**src/rtl/hc_prefix_adder.sv**
```systemverilog
module hc_prefix_adder #(
  parameter int W       = 16,
  parameter bit REG_OUT = 1'b1
) (
  input  logic         clk,
  input  logic         rst_n,
  input  logic [W-1:0] a,
  input  logic [W-1:0] b,
  input  logic         cin,
  output logic [W-1:0] sum,
  output logic         cout
);
  localparam int LOG = $clog2(W);
  localparam int LV  = LOG + 1;

  if ((W < 4) || ((1 << LOG) != W)) begin : g_bad_width
    $error("hc_prefix_adder: W must be a power of two, at least 4");
  end

  logic [W-1:0] p0;
  logic [W-1:0] gl [0:LV];
  logic [W-1:0] pl [0:LV];
  logic [W-1:0] cy;
  logic [W-1:0] sum_c;
  logic         cout_c;
  logic         unused_pl;

  assign p0     = a ^ b;
  assign gl[0]  = {a[W-1:1] & b[W-1:1], (a[0] & b[0]) | (p0[0] & cin)};
  assign pl[0]  = {p0[W-1:1], 1'b0};

  for (genvar lv = 0; lv <= LOG; lv++) begin : g_lvl
    for (genvar i = 0; i < W; i++) begin : g_bit
      localparam int D    = (lv == 0 || lv == LOG) ? 1 : (1 << lv);
      localparam bit ACT  = (lv == 0)   ? (i % 2 == 1) :
                            (lv == LOG) ? (i % 2 == 0 && i >= 2) :
                                          (i % 2 == 1 && i >= D);
      localparam bit GREY = (lv == LOG) || ((i - D) < D);
      if (ACT) begin : g_cell
        assign gl[lv+1][i] = gl[lv][i] | (pl[lv][i] & gl[lv][i-D]);
        if (GREY) begin : g_grey
          assign pl[lv+1][i] = 1'b0;
        end else begin : g_black
          assign pl[lv+1][i] = pl[lv][i] & pl[lv][i-D];
        end
      end else begin : g_pass
        assign gl[lv+1][i] = gl[lv][i];
        assign pl[lv+1][i] = pl[lv][i];
      end
    end
  end

  assign unused_pl = ^pl[LV];
  assign cy        = gl[LV];
  assign sum_c     = p0 ^ {cy[W-2:0], cin};
  assign cout_c    = cy[W-1];

  if (REG_OUT) begin : g_reg
    always_ff @(posedge clk or negedge rst_n) begin
      if (!rst_n) begin
        sum  <= '0;
        cout <= 1'b0;
      end else begin
        sum  <= sum_c;
        cout <= cout_c;
      end
    end

    AST_SUM_MATCH: assert property (@(posedge clk) disable iff (!rst_n)
      rst_n |=> ({cout, sum} == ({1'b0, $past(a)} + {1'b0, $past(b)} + (W+1)'($past(cin)))));
    AST_CIN_ONLY: assert property (@(posedge clk) disable iff (!rst_n)
      (a == '0 && b == '0) |=> (!cout && sum == W'($past(cin))));
    AST_FULL_RIPPLE: assert property (@(posedge clk) disable iff (!rst_n)
      ((a ^ b) == '1 && cin) |=> (cout && sum == '0));
    AST_RESET_CLEAR: assert property (@(posedge clk)
      !rst_n |=> (sum == '0 && !cout));
  end else begin : g_comb
    assign sum  = sum_c;
    assign cout = cout_c;

    AST_SUM_MATCH: assert property (@(posedge clk) disable iff (!rst_n)
      rst_n |-> ({cout, sum} == ({1'b0, a} + {1'b0, b} + (W+1)'(cin))));
    AST_CIN_ONLY: assert property (@(posedge clk) disable iff (!rst_n)
      (a == '0 && b == '0) |-> (!cout && sum == W'(cin)));
    AST_FULL_RIPPLE: assert property (@(posedge clk) disable iff (!rst_n)
      ((a ^ b) == '1 && cin) |-> (cout && sum == '0));
  end
endmodule

```
**config.mk**
```make
export PLATFORM = sky130hd
export DESIGN_NAME = hc_prefix_adder
export DESIGN_NICKNAME = d
export VERILOG_FILES = /design/src/rtl/hc_prefix_adder.sv
export SDC_FILE = /design/constraint.sdc
export NUM_CORES = 1
export LEC_CHECK = 0
export BUFFER_PORTS_ARGS = -buffer_cell sky130_fd_sc_hd__buf_2
export CELL_PAD_IN_SITES_DETAIL_PLACEMENT = 0
export CELL_PAD_IN_SITES_GLOBAL_PLACEMENT = 2
export CORE_ASPECT_RATIO = 1.2
export CORE_MARGIN = 2
export CORE_UTILIZATION = 27
export DETAILED_ROUTE_END_ITERATION = 10
export HOLD_SLACK_MARGIN = 0.12
export PLACE_DENSITY_LB_ADDON = 0.15
export SKIP_CTS_REPAIR_TIMING = 1
export SLEW_MARGIN = 40
export SYNTH_ARGS = -nofsm -noshare
export SYNTH_HDL_FRONTEND = slang
export SYNTH_SLANG_ARGS = --single-unit
```
**constraint.sdc**
```tcl
create_clock -name clk -period 0.8 [get_ports clk]
set_clock_uncertainty 0.1 [all_clocks]
set_input_delay 0.24 -clock clk [delete_from_list [all_inputs] [get_ports clk]]
set_output_delay 0.24 -clock clk [all_outputs]
set_load 0.01 [all_outputs]
```
==> metrics.log <==
[metrics] pin count of the biggest net entering global routing: 18
[metrics] via count normalized by instance count: roughly 4.2
[metrics] antenna-violating nets left: 0
[metrics] total wirelength of the detailed-routed design: roughly 2400 um
[metrics] number of diodes added for antenna fixing: 0
[metrics] clock buffer depth: 2
[metrics] cell chosen for the clock root: sky130_fd_sc_hd__clkbuf_8
[metrics] synthesized area per cell: 11.6 um^2
[metrics] fraction of final layout cells with drive strength greater than 1: between 50% and 60%
[metrics] critical path capture point type: flip-flop
[metrics] detail-routed net length per standard cell: roughly 11 um
[metrics] final cell utilization of the core: 43.5%
[metrics] IO buf count: 51
[metrics] power per cell area: 1650 nW/um^2
[metrics] TritonRoute pass-1 iters: 3
[metrics] unrepaired setup endpoints after global routing: true
[metrics] area added between synthesis and finish: 57.7%
[metrics] filler-free cell count of the finished design: approximately 220
[metrics] Distinct cells, synth: 19
[metrics] clk sinks: 17
[metrics] net count after synthesis: 150
[metrics] clock period minus final worst setup slack: 2.28 ns
[metrics] worst setup path class: in2reg
[metrics] maximum ir drop on the vdd rail: between 0.0004 and 0.0005 V
[metrics] Critical Path RT: ~0.85 ns
[metrics] violated checks: negative hold slack, negative setup slack
[metrics] period utilization: 284%
[metrics] Worst Max-Slew Pin Slew: around 0.4 ns
[metrics] Die ar.: ~4500 um^2
[metrics] kind of path behind the tightest hold check: in2async
[metrics] worst path arrival time: approximately 2.3 ns
[metrics] DRC violation total after the first TritonRoute iteration: 23
[metrics] Max Fanout on Critical Path: 3
[metrics] static leakage: slightly below 0.9 nW
[metrics] outcome: finished with violations
[metrics] floorplan core area: about 3900 um^2
[metrics] number of buffers created by CTS: 3
[metrics] Yosys reg bits: 17
[metrics] setup TNS: -22.77 ns
[metrics] std cell rows: 25
[metrics] Worst Setup Slack, final: -1.48 ns
[metrics] Hold Slack: -0.191 ns
[metrics] cells after synthesis: ~90
[metrics] detailed-route DRC error count: 0
[metrics] num ports: 52
[metrics] width of the die: 61.4 um
[metrics] half-perimeter wire length of the detailed placement result: between 2000 and 2500 um
[metrics] All-Layer GR Usage: around 11%
[metrics] CTS tree: built
[metrics] reported max-cap violation count: 0
[metrics] number of synthesis warnings: 0
[metrics] Remaining Overflow, GRT: 0
[metrics] height of the die: between 70 and 80 um
[metrics] DP Cell Count: 216
[metrics] Placer Congestion: about 0.72
[metrics] total of endpoints with negative setup slack in the final report: 34
[metrics] vias in the first global route: roughly 900
[metrics] netlist area before placement: between 1000 and 1500 um^2
[metrics] Peak Freq: 439 MHz
[metrics] sequential element share of the synthesized area: between 30 and 40%
[metrics] worst rel slew slack: around 73%
[metrics] overall via count from detail_route: around 940
[metrics] Initial Utilization: 27.5%
[metrics] Final nets: ~230
[metrics] pins over their slew limit: 0
[metrics] number of H-tree branching levels: 1
[metrics] number of hold violations in the final report: 17
[metrics] clock-pin slew on the worst setup and hold paths: 0.07 ns
[metrics] initial antenna violation count: 0
[metrics] kind of launch point of the worst setup path: input port
[metrics] first-pass GRT wire length: approximately 3700 um
[metrics] Tot Pwr: about 0.0028 W
[through the flow]
step | hold slack (ns) | cell area [um^2] | setup slack, ns
after floorplan | -0.156 | 1090 | -1.55
after global placement | 0.0911 | 1560 | -1.74
after detailed placement | 0.0953 | 1560 | -1.81
after global routing | -0.159 | 1690 | -1.52
after CTS | -0.177 | 1600 | -1.53
final | -0.191 | 1690 | -1.48
[layout by cell type (no fill, tap or decap)]
cell type                  instances
sky130_fd_sc_hd__a21oi_1           5
sky130_fd_sc_hd__inv_2             6
sky130_fd_sc_hd__o31a_1            2
sky130_fd_sc_hd__o21ai_2           1
sky130_fd_sc_hd__o21ai_4           1
sky130_fd_sc_hd__a21boi_0          1
sky130_fd_sc_hd__nand2_1           6
sky130_fd_sc_hd__ha_1             14
sky130_fd_sc_hd__o21a_1            3
sky130_fd_sc_hd__inv_1             9
sky130_fd_sc_hd__xnor2_1           2
sky130_fd_sc_hd__clkbuf_1          1
sky130_fd_sc_hd__inv_4             1
sky130_fd_sc_hd__o21ai_0           2
sky130_fd_sc_hd__a21o_1            1
sky130_fd_sc_hd__dfrtp_1          17
sky130_fd_sc_hd__a21oi_2           2
sky130_fd_sc_hd__xnor2_2           1
sky130_fd_sc_hd__clkbuf_8          3
sky130_fd_sc_hd__buf_4            21
sky130_fd_sc_hd__fa_2              9
sky130_fd_sc_hd__buf_6             5
sky130_fd_sc_hd__xor2_1            4
sky130_fd_sc_hd__a211oi_1          1
sky130_fd_sc_hd__inv_8             1
sky130_fd_sc_hd__buf_2            46
sky130_fd_sc_hd__nor2_1            2
sky130_fd_sc_hd__o31ai_2           1
[cell type report]
| cell class | instances | area [um^2] |
|---|---|---|
| multi-input combinational | 58 | 629 |
| timing repair buffer | 72 | 444 |
| clock buffer | 4 | 45.0 |
| tap | 54 | 67.6 |
| sequential | 17 | 425 |
| inverter | 17 | 73.8 |
| fill | 402 | 2190 |
[worst paths after layout]
| check | startpoint | end | cells after the start |
|---|---|---|---|
| min in group clk | b[1] | sum[1] | 2 |
| worst min-delay path | rst_n | sum[6] | 1 |
| worst max-delay path | a[0] | sum[12] | 11 |
| max in group asynchronous | rst_n | sum[12] | 1 |
[sequential cells by signal (all words and copies together), names as in the netlist]
signal  count
sum        16
cout        1
[routing by layer]
metal,global-route usage (%),share of wire (%),vias to the layer above
met4,4.96,1.7,0
met3,2.48,6.4,5
met5,0,0,-
met1,11.5,35,451
li1,-,-,450
met2,20.3,57,30
[critical path, cell delays in order]
cell                      delay (ns)
sky130_fd_sc_hd__buf_6          0.07
sky130_fd_sc_hd__inv_2          0.03
sky130_fd_sc_hd__fa_2           0.37
sky130_fd_sc_hd__inv_2          0.06
sky130_fd_sc_hd__fa_2           0.19
sky130_fd_sc_hd__a21o_1         0.12
sky130_fd_sc_hd__a21oi_2        0.07
sky130_fd_sc_hd__o31a_1         0.29
sky130_fd_sc_hd__o31a_1         0.31
sky130_fd_sc_hd__fa_2           0.52
sky130_fd_sc_hd__inv_1          0.03
[kinds of logic after synthesis]
logic type	after synthesis	synth area share (%)
AOI/OAI and AO/OA	20	12.4
adders and majority gates	23	33.3
buffers and inverters	17	5.97
and+or+nand+nor	8	2.81
xor gates and xnor gates	7	5.74
DFF	17	39.8
[cells in the mapped netlist, drive strengths merged]
library cell	n	area, um^2
dfrtp	17	425
inv	17	63.8
ha	14	175
fa	9	180
a21oi	7	38.8
nand2	6	22.5
o21ai	4	23.8
xor2	4	35.0
o21a	3	22.5
xnor2	3	26.3
nor2	2	7.51
o31a	2	17.5
a211oi	1	7.51
a21boi	1	7.51
a21o	1	7.51
o31ai	1	7.51
[power by group]
group	switching [W]	internal [W]
sequential	0.0000416	0.00103
clock	0.000291	0.000353
combinational	0.000513	0.000546
total	0.000846	0.00193
No activity file was read; power rests on OpenSTA's default activity.
